--- src/rtl/hmf_pkg.sv ---
package hmf_pkg;
  localparam int ADDR_W = 3;

  localparam logic [ADDR_W-1:0] RA_CTRL  = 3'd0;
  localparam logic [ADDR_W-1:0] RA_DIN   = 3'd1;
  localparam logic [ADDR_W-1:0] RA_START = 3'd2;
  localparam logic [ADDR_W-1:0] RA_MASK  = 3'd3;
  localparam logic [ADDR_W-1:0] RA_STAT  = 3'd4;

  localparam int CB_INIT  = 2;
  localparam int CB_DMA   = 3;
  localparam int CB_DT    = 4;
  localparam int CB_MULTI = 13;
  localparam int CB_ABORT = 14;
  localparam int SB_GO    = 8;
  localparam int STB_OUT  = 1;

  typedef enum logic [1:0] {
    DT_WORD = 2'd0,
    DT_HALF = 2'd1,
    DT_BYTE = 2'd2,
    DT_BIT  = 2'd3
  } dtype_e;

  typedef enum logic [1:0] {
    SQ_FILL  = 2'd0,
    SQ_BLOCK = 2'd1,
    SQ_LAST  = 2'd2,
    SQ_WAIT  = 2'd3
  } seq_e;
endpackage

--- src/rtl/hmf_swap.sv ---
module hmf_swap
  import hmf_pkg::*;
#(
  parameter int W = 32
) (
  input  dtype_e         mode,
  input  logic [W-1:0]   din,
  output logic [W-1:0]   dout
);
  localparam int NB = W / 8;
  localparam int HW = W / 2;

  logic [W-1:0] by_rev;
  logic [W-1:0] bit_rev;
  logic [W-1:0] half_sw;

  assign half_sw = {din[HW-1:0], din[W-1:HW]};

  for (genvar b = 0; b < NB; b++) begin : g_byte
    assign by_rev[8*b +: 8] = din[W-8-8*b +: 8];
  end

  for (genvar i = 0; i < W; i++) begin : g_bit
    assign bit_rev[i] = din[W-1-i];
  end

  always_comb begin
    case (mode)
      DT_HALF: dout = half_sw;
      DT_BYTE: dout = by_rev;
      DT_BIT:  dout = bit_rev;
      default: dout = din;
    endcase
  end
endmodule

--- src/rtl/hmf_buf.sv ---
module hmf_buf #(
  parameter int W     = 32,
  parameter int DEPTH = 32,
  localparam int AW   = (DEPTH > 1) ? $clog2(DEPTH) : 1,
  localparam int CW   = $clog2(DEPTH + 1)
) (
  input  logic          clk,
  input  logic          rst,
  input  logic          clr,
  input  logic          push,
  input  logic [W-1:0]  wdata,
  input  logic          pop,
  output logic [W-1:0]  rdata,
  output logic [CW-1:0] cnt,
  output logic          full
);
  localparam logic [AW-1:0] LASTP = AW'(DEPTH - 1);
  localparam logic [CW-1:0] FULLC = CW'(DEPTH);

  logic [W-1:0]  mem [DEPTH];
  logic [AW-1:0] wp_q, rp_q;
  logic [CW-1:0] cnt_q;

  function automatic logic [AW-1:0] step(input logic [AW-1:0] p);
    return (p == LASTP) ? '0 : p + 1'b1;
  endfunction

  always_ff @(posedge clk) begin
    if (push) mem[wp_q] <= wdata;
  end

  always_ff @(posedge clk) begin
    if (rst || clr) begin
      wp_q  <= '0;
      rp_q  <= '0;
      cnt_q <= '0;
    end else begin
      if (push) wp_q <= step(wp_q);
      if (pop)  rp_q <= step(rp_q);
      case ({push, pop})
        2'b10:   cnt_q <= cnt_q + 1'b1;
        2'b01:   cnt_q <= cnt_q - 1'b1;
        default: cnt_q <= cnt_q;
      endcase
    end
  end

  assign rdata = mem[rp_q];
  assign cnt   = cnt_q;
  assign full  = (cnt_q == FULLC);
endmodule

--- src/rtl/hmf_seq.sv ---
module hmf_seq
  import hmf_pkg::*;
#(
  parameter int BLK = 16,
  parameter int CW  = 6
) (
  input  logic          clk,
  input  logic          rst,
  input  logic          init,
  input  logic          fin_go,
  input  logic [CW-1:0] cnt,
  input  logic          eng_ready,
  input  logic          eng_done,
  output logic          eng_valid,
  output logic          eng_last,
  output logic          eng_final,
  output logic          eng_empty,
  output logic          pop,
  output logic          accept,
  output logic          busy,
  output logic          out_set
);
  localparam int SW = (BLK > 1) ? $clog2(BLK) : 1;
  localparam logic [SW-1:0] LAST_IDX = SW'(BLK - 1);
  localparam logic [CW-1:0] REL      = CW'(BLK + 1);
  localparam logic [CW-1:0] ONE      = CW'(1);

  seq_e          st_q;
  logic [SW-1:0] sent_q;
  logic          pend_q;
  logic          rel_now;

  assign rel_now = (cnt >= REL);

  always_ff @(posedge clk) begin
    if (rst || init) begin
      st_q   <= SQ_FILL;
      sent_q <= '0;
      pend_q <= 1'b0;
    end else begin
      if (fin_go && (st_q == SQ_FILL || st_q == SQ_BLOCK)) pend_q <= 1'b1;
      case (st_q)
        SQ_FILL: begin
          if (rel_now) begin
            st_q   <= SQ_BLOCK;
            sent_q <= '0;
          end else if (pend_q) begin
            st_q   <= SQ_LAST;
            pend_q <= 1'b0;
          end
        end
        SQ_BLOCK: begin
          if (eng_ready) begin
            sent_q <= sent_q + 1'b1;
            if (sent_q == LAST_IDX) st_q <= SQ_FILL;
          end
        end
        SQ_LAST: begin
          if (eng_ready && cnt <= ONE) st_q <= SQ_WAIT;
        end
        SQ_WAIT: begin
          if (eng_done) st_q <= SQ_FILL;
        end
        default: st_q <= SQ_FILL;
      endcase
    end
  end

  assign eng_valid = (st_q == SQ_BLOCK) || (st_q == SQ_LAST);
  assign eng_final = (st_q == SQ_LAST);
  assign eng_empty = (st_q == SQ_LAST) && (cnt == '0);
  assign eng_last  = (st_q == SQ_BLOCK) ? (sent_q == LAST_IDX)
                                        : ((st_q == SQ_LAST) && (cnt <= ONE));
  assign pop       = eng_valid && eng_ready && !eng_empty;
  assign accept    = ((st_q == SQ_FILL) || (st_q == SQ_BLOCK)) && !pend_q;
  assign busy      = (st_q != SQ_FILL) || pend_q || rel_now;
  assign out_set   = (st_q == SQ_WAIT) && eng_done;
endmodule

--- src/rtl/hash_msg_frontend.sv ---
module hash_msg_frontend
  import hmf_pkg::*;
#(
  parameter int DATA_W      = 32,
  parameter int BLOCK_WORDS = 16,
  parameter int BURST       = 4,
  localparam int FIFO_DEPTH = 2 * BLOCK_WORDS,
  localparam int CW         = $clog2(FIFO_DEPTH + 1)
) (
  input  logic              clk,
  input  logic              rst,
  input  logic              wr_valid,
  output logic              wr_ready,
  input  logic [ADDR_W-1:0] wr_addr,
  input  logic [DATA_W-1:0] wr_data,
  output logic [3:0]        stat_flags,
  output logic              irq,
  output logic              dma_req,
  input  logic              dma_end,
  output logic              eng_restart,
  output logic              eng_valid,
  input  logic              eng_ready,
  output logic [DATA_W-1:0] eng_data,
  output logic              eng_last,
  output logic              eng_final,
  output logic              eng_empty,
  output logic [4:0]        eng_nbits,
  input  logic              eng_done
);
  localparam logic [CW-1:0] FULLC  = CW'(FIFO_DEPTH);
  localparam logic [CW-1:0] BURSTC = CW'(BURST);

  dtype_e          dtype_q;
  logic            dma_en_q, multi_q, out_rdy_q, irq_q, dma_req_q, restart_q;
  logic [4:0]      nbits_q;
  logic [1:0]      ie_q;

  logic            din_sel, wr_fire, ctrl_wr, init_pulse, din_push;
  logic            start_wr, fin_go, stat_clr, din_ok;
  logic [DATA_W-1:0] swapped;
  logic [CW-1:0]   fifo_cnt;
  logic            fifo_full, pop, accept, busy, out_set;
  logic            unused_wr;

  assign din_sel    = (wr_addr == RA_DIN);
  assign din_ok     = accept && !fifo_full;
  assign wr_ready   = !din_sel || din_ok;
  assign wr_fire    = wr_valid && wr_ready;
  assign ctrl_wr    = wr_fire && (wr_addr == RA_CTRL);
  assign init_pulse = ctrl_wr && wr_data[CB_INIT];
  assign din_push   = wr_fire && din_sel;
  assign start_wr   = wr_fire && (wr_addr == RA_START);
  assign stat_clr   = wr_fire && (wr_addr == RA_STAT) && !wr_data[STB_OUT];
  assign fin_go     = (start_wr && wr_data[SB_GO]) ||
                      (dma_end && dma_en_q && !multi_q);
  assign unused_wr  = ^{wr_data[DATA_W-1:15], wr_data[12:9], wr_data[7:6]};

  hmf_swap #(.W(DATA_W)) u_swap (
    .mode (dtype_q),
    .din  (wr_data),
    .dout (swapped)
  );

  hmf_buf #(.W(DATA_W), .DEPTH(FIFO_DEPTH)) u_buf (
    .clk   (clk),
    .rst   (rst),
    .clr   (init_pulse),
    .push  (din_push),
    .wdata (swapped),
    .pop   (pop),
    .rdata (eng_data),
    .cnt   (fifo_cnt),
    .full  (fifo_full)
  );

  hmf_seq #(.BLK(BLOCK_WORDS), .CW(CW)) u_seq (
    .clk       (clk),
    .rst       (rst),
    .init      (init_pulse),
    .fin_go    (fin_go),
    .cnt       (fifo_cnt),
    .eng_ready (eng_ready),
    .eng_done  (eng_done),
    .eng_valid (eng_valid),
    .eng_last  (eng_last),
    .eng_final (eng_final),
    .eng_empty (eng_empty),
    .pop       (pop),
    .accept    (accept),
    .busy      (busy),
    .out_set   (out_set)
  );

  always_ff @(posedge clk) begin
    if (rst) begin
      dtype_q   <= DT_WORD;
      dma_en_q  <= 1'b0;
      multi_q   <= 1'b0;
      nbits_q   <= '0;
      ie_q      <= '0;
      out_rdy_q <= 1'b0;
      irq_q     <= 1'b0;
      dma_req_q <= 1'b0;
      restart_q <= 1'b0;
    end else begin
      if (ctrl_wr) begin
        dtype_q  <= dtype_e'(wr_data[CB_DT +: 2]);
        dma_en_q <= wr_data[CB_DMA] && !wr_data[CB_ABORT];
        multi_q  <= wr_data[CB_MULTI];
      end
      if (start_wr) nbits_q <= wr_data[4:0];
      if (wr_fire && wr_addr == RA_MASK) ie_q <= wr_data[1:0];
      if (init_pulse)    out_rdy_q <= 1'b0;
      else if (out_set)  out_rdy_q <= 1'b1;
      else if (stat_clr) out_rdy_q <= 1'b0;
      irq_q     <= (ie_q[0] && din_ok) || (ie_q[1] && out_rdy_q);
      dma_req_q <= dma_en_q && din_ok && ((FULLC - fifo_cnt) >= BURSTC);
      restart_q <= init_pulse;
    end
  end

  assign stat_flags  = {busy, dma_en_q, out_rdy_q, din_ok};
  assign irq         = irq_q;
  assign dma_req     = dma_req_q;
  assign eng_restart = restart_q;
  assign eng_nbits   = nbits_q;
endmodule

--- config.mk ---
export PLATFORM = sky130hd
export DESIGN_NAME = hash_msg_frontend
export DESIGN_NICKNAME = d
export VERILOG_FILES = /design/src/rtl/hmf_pkg.sv /design/src/rtl/hmf_swap.sv /design/src/rtl/hmf_buf.sv /design/src/rtl/hmf_seq.sv /design/src/rtl/hash_msg_frontend.sv
export SDC_FILE = /design/constraint.sdc
export NUM_CORES = 1
export LEC_CHECK = 0
export ABC_CLOCK_PERIOD_IN_PS = 9330
export BUFFER_PORTS_ARGS = -buffer_cell sky130_fd_sc_hd__buf_2
export CAP_MARGIN = 20
export CORE_MARGIN = 4
export CORE_UTILIZATION = 30
export DETAILED_ROUTE_END_ITERATION = 10
export PLACE_DENSITY = 0.53
export SETUP_SLACK_MARGIN = 0.2
export SLEW_MARGIN = 20
export SYNTH_ARGS = -nofsm -noshare
export SYNTH_HDL_FRONTEND = slang
export SYNTH_SLANG_ARGS = --single-unit
--- constraint.sdc ---
create_clock -name clk -period 9.33 [get_ports clk]
set_input_delay 1.866 -clock clk [delete_from_list [all_inputs] [get_ports clk]]
set_output_delay 1.866 -clock clk [all_outputs]
set_load 0.05 [all_outputs]
### After elaboration in Yosys (flattened, before gate mapping)

Memory sizes are Yosys's and may differ from the RTL's. A register that Yosys moved wholly into a read port is not among the register bits.
Index checks and enable logic that the tools add are counted.

| operators by class | value |
|---|---|
| multipliers | 0 |
| bitwise gates (word level) | 0 |
| reduce and logical (&&, ||, !) cells | 50 |
| order comparisons | 3 |
| divide/modulo/power cells | 0 |
| mux-type cells | 25 |
| eq/ne operators | 22 |
| shifts and indexed selects | 0 |
| add/subtract/negate cells | 6 |

Operator list:

| operator | count |
|---|---|
| $pmux W32 S3 | 1 |
| $logic_and A1 B1 Y1 | 25 |
| $mux W5 | 4 |
| $mux W2 | 6 |
| $pmux W6 S2 | 1 |
| $add A5 B1 Y5 const B | 2 |
| $eq A2 B2 Y1 const B | 5 |
| $eq A5 B5 Y1 const B | 2 |
| $mux W1 | 9 |
| $logic_or A1 B1 Y1 | 8 |
| $mux W4 | 2 |
| $pmux W2 S4 | 1 |
| $pmux W4 S2 | 1 |
| $reduce_bool A2 Y1 | 4 |
| $logic_not A1 Y1 | 7 |
| $add A6 B1 Y6 const B | 1 |
| $eq A2 B1 Y1 const B | 3 |
| $eq A3 B2 Y1 const B | 2 |
| $eq A6 B6 Y1 const B | 1 |
| $ge A6 B3 Y1 const B | 1 |
| $ge A6 B5 Y1 const B | 1 |
| $le A6 B1 Y1 const B | 1 |
| $logic_not A6 Y1 | 1 |
| $ne A2 B1 Y1 const B | 3 |
| 13 further kinds | 14 |

| word-level totals | value |
|---|---|
| output and inout port bits | 49 |
| input bits | 41 |
| latch bits | 0 |
| memory bits (writable) | 1024 |
| memory bits (read-only) | 0 |
| memories | 1 |
| flip-flop bits (word level) | 38 |
| word-level logic and storage cells | 122 |

Memories:

| name | depth | bits a word | rd ports | clocked after memory_dff | write ports | RTL line | RTL |
|---|---|---|---|---|---|---|---|
| u_buf.mem | 32 | 32 | 1 | 1 | 1 | hmf_buf.sv:20 | `logic [W-1:0] mem [DEPTH];` |

### Logic depth before layout (Yosys ltp)

| depth | value |
|---|---|
| depth after elaboration | 14 |
| depth in mapped cells | 11 |
| gate-level depth less buffers | 10 |

### Modules after synthesis

From an unflattened synthesis, not the netlist that was laid out.

| second synthesis, totals | value |
|---|---|
| cells, all modules | 2230 |
| area, all modules | 42467.0 um2 |

By module, submodules not included:

| module | cells each | times used | sequential area each (um2) | area each (um2) |
|---|---|---|---|---|
| hmf_buf | 2053 | 1 | 31169.9 | 40383.7 |
| hmf_swap | 40 | 1 | 0.0 | 835.8 |
| hash_msg_frontend | 70 | 1 | 300.3 | 691.9 |
| hmf_seq | 67 | 1 | 140.1 | 555.5 |

### Worst setup path before layout

OpenSTA, ideal clock, no wires.

| timing | value |
|---|---|
| path kind | reg-to-output |
| start | register with a tool-made name |
| end | output eng_data[0] |
| data required time | 7.464 ns |
| data arrival time | 2.732 ns |
| cell stages (with the launch flop) | 6 |
| path buffers | 2 |
| slack | 4.732 ns |
| cells stage by stage | dfxtp_1 > buf_2 > buf_1 > mux4_2 > o22ai_1 > nor4_1 |

RTL lines:

| item | RTL line | RTL |
|---|---|---|
| end: declaration | hash_msg_frontend.sv:23 | `output logic [DATA_W-1:0] eng_data,` |

==> reports/metrics.cfg <==
[floorplanning]
start_util_pct = 30.3
die_width_um = 379
core_area_mm2 = 0.136
die_h_um = 379
fp-row-count = 135
die_area_mm2 = 0.143
io_pins = 90

[global_route]
grt_pass1_wl_mm = 161
grt.total_usage_pct = 15.8
met2_usage_pct = 27.3
antenna_found_initial = 15
grtUsageMet1_pct = 21.0
grt_remaining_overflow = 0
grt_max_degree = 146
grt_pass1_vias = 21100
met3_usage_pct = 2.59
busiest_layer = met2

[synthesis]
syn_nets = 1929
syn_inst = 1870
synth_warnings = 0
async_flop_share_pct = 0
syn_area_per_cell_um2 = 22.0
ys_types = 56
syn_area_mm2 = 0.0412
synth_edf_count = 1024
ys_seq_area_share_pct = 76.7
ys_ff_latch = 1067
synthFlopType = edfxtp_1

[drt]
vias_per_cell = 5.23
drtIter0Drc = 2516
remaining_drc_errors = 0
num_vias = 20300
finalWirelength_mm = 114
dr.pass1.iters = 5
routedWlPerCell_um = 29.4
ant_nets = 0

[clock_tree]
holdBufCountCts = 0
postCtsSetupBuffers = 0
cts_tree = built
cts_buffers = 104
clock_latency_ns = 0.70
ctsResizeCount = 0
clk_pin_slew_ns = 0.06
cts.path.max_buffers = 3
cts_root_buf = clkbuf_16
h-tree-depth = 3
clock_sinks = 1067

[cells_and_area]
fin_nets = 2065
drive_gt1_share_pct = 29.5
final_common_cell = edfxtp_1
stdcell_count = 3881
final_cell_mix = 1024 x edfxtp_1, 288 x mux4_2, 128 x o22ai_1
area_growth_pct = 14.9

[sta]
min_period_ns = 6.14
rsz0062_at_grt = false
max-slew-margin-rel_pct = 32.6
fmax_mhz = 163
worst_pin_slew_ns = 1.01
finalMaxSlewViolations = 0
fin_setup_tns_ns = 0
min_period_over_period_pct = 65.8
hold_violations = 0
finalSetupViolations = 0
skew_ns = 0.0267

[setup_path]
slowest_delay_ns = 0.82
cp.required_ns = 7.46
crit_fanout = 105
cp-end-kind = output port
crit_chain = buf_12 -> buf_4 -> mux4_2 -> o22ai_1 -> nor4_1 -> buf_2
arrival_ns = 4.27
critPathLaunchType = flip-flop
slowest_stage = buf_4
path_class = flip-flop to output port

[hold_path]
min_path_type = flip-flop to flip-flop

[placement]
port-buffer-count = 89
dp_hpwl_mm = 59.8
gp_congestion = 0.733
post-place-cells = 3680

[power]
sw_frac_of_total_pct = 22.5
power_density_mw_per_mm2 = 210
irDropWorstVdd_v = 0.000134
leakage_nw = 14.0
pwr-share-seq_pct = 53.2
p_comb_share_pct = 5.8
p_int_mw = 7.73
clockPowerShare_pct = 41.0
power.switching_mw = 2.24
finalPower_mw = 9.97

[status]
outcome = finished, final reports clean

[flow_run]
cap_violations = 0

## synth_stat cells, types with 3 or more instances
cell type	n	area [um2]
edfxtp_1	1024	30700
mux4_2	288	6490
o22ai_1	128	801
nor2_1	62	233
dfxtp_1	43	861
clkbuf_1	42	158
nor4_1	34	213
buf_4	26	195
buf_1	22	82.6
a21oi_1	20	100
buf_2	20	100
ha_1	18	225
nand2_1	17	63.8
mux2i_1	16	160
o21ai_0	12	60.1
inv_1	9	33.8
nand2b_1	7	43.8
nand3b_1	7	52.6
nand3_1	6	30.0
or3_1	5	31.3
a31oi_1	4	25.0
and3_1	4	25.0
nand4b_1	4	35.0
a211oi_1	3	22.5
a31o_2	3	26.3
nand4_1	3	18.8
nor2b_1	3	18.8
or4b_1	3	30.0
## metrics by stage
| stage | util [%] | area [um2] | setup slack, ns | hold WS [ns] |
|---|---|---|---|---|
| floorplan | - | 41200 | 4.73 | 0.461 |
| global placement | 32.4 | 44100 | 3.82 | 0.474 |
| detailed placement | 32.4 | 44100 | 3.76 | 0.479 |
| CTS | 34.8 | 47300 | 3.02 | 0.503 |
| global route | 34.8 | 47300 | 2.82 | 0.524 |
| finish | 34.8 | 47400 | 3.19 | 0.495 |
## flip-flops by register name, summed over array words and instances (netlist names), 2 cells and up, named ones only
signal,count
eng_nbits,5
dtype_q,2
u_buf.cnt,6
ie_q,2
u_buf.mem,1024
u_seq.st_q,2
u_buf.wp_q,5
u_seq.sent_q,4
u_buf.rp_q,5
## final timing paths
check / startpoint / slack [ns] / cells after the start / to
setup / recovery: flip-flop / 3.19 / 6 / eng_data[13]
hold / removal: eng_nbits[1] / 0.50 / 2 / eng_nbits[1]
setup reg to reg: u_seq.st_q[1] / 5.56 / 8 / u_buf.mem[0][12]
hold reg to reg: eng_nbits[1] / 0.50 / 2 / eng_nbits[1]
## power by group through the flow
stage / Sequential [mW] / Clock, mW / Combinational [mW]
2_1_floorplan: 5.40 / 0 / 0.382
3_3_place_gp: 5.40 / 0 / 0.574
3_5_place_dp: 5.40 / 0 / 0.589
4_1_cts: 5.30 / 4.17 / 0.590
5_1_grt: 5.30 / 4.36 / 0.624
6_report: 5.30 / 4.09 / 0.582
## metal layers
layer  routed length (um)  share of wire, %
met5                   40             0.035
met4                 2100               1.8
met1                46400                41
met2                57500                50
met3                 7990               7.0
## worst max-delay path, delay by kind of cell (launching register included)
family,cells,cell delay [ns]
compound gates,1,0.12
mux,1,0.36
buf+inv,3,1.83
flops,1,0.48
simple gates,1,0.56
## cell type report
cell class / count / area (um2)
multi-input combinational: 683 / 9300
inverter: 9 / 33.8
antenna: 9 / 22.5
tap: 1781 / 2230
clock inverter: 68 / 559
fill: 12400 / 88600
timing repair buffer: 141 / 883
sequential: 1067 / 31600
clock buffer: 123 / 2720
## cell families after synthesis
kind of cell    after synthesis  share of synthesized area (%)
compound gates              183                           2.79
xor+xnor                      4                         0.0850
fa+ha+maj                    18                          0.546
buf+inv                     120                           1.41
flops                      1067                           76.7
mux                         304                           16.1
simple gates                174                           2.39
No activity file was read; power rests on OpenSTA's default activity.
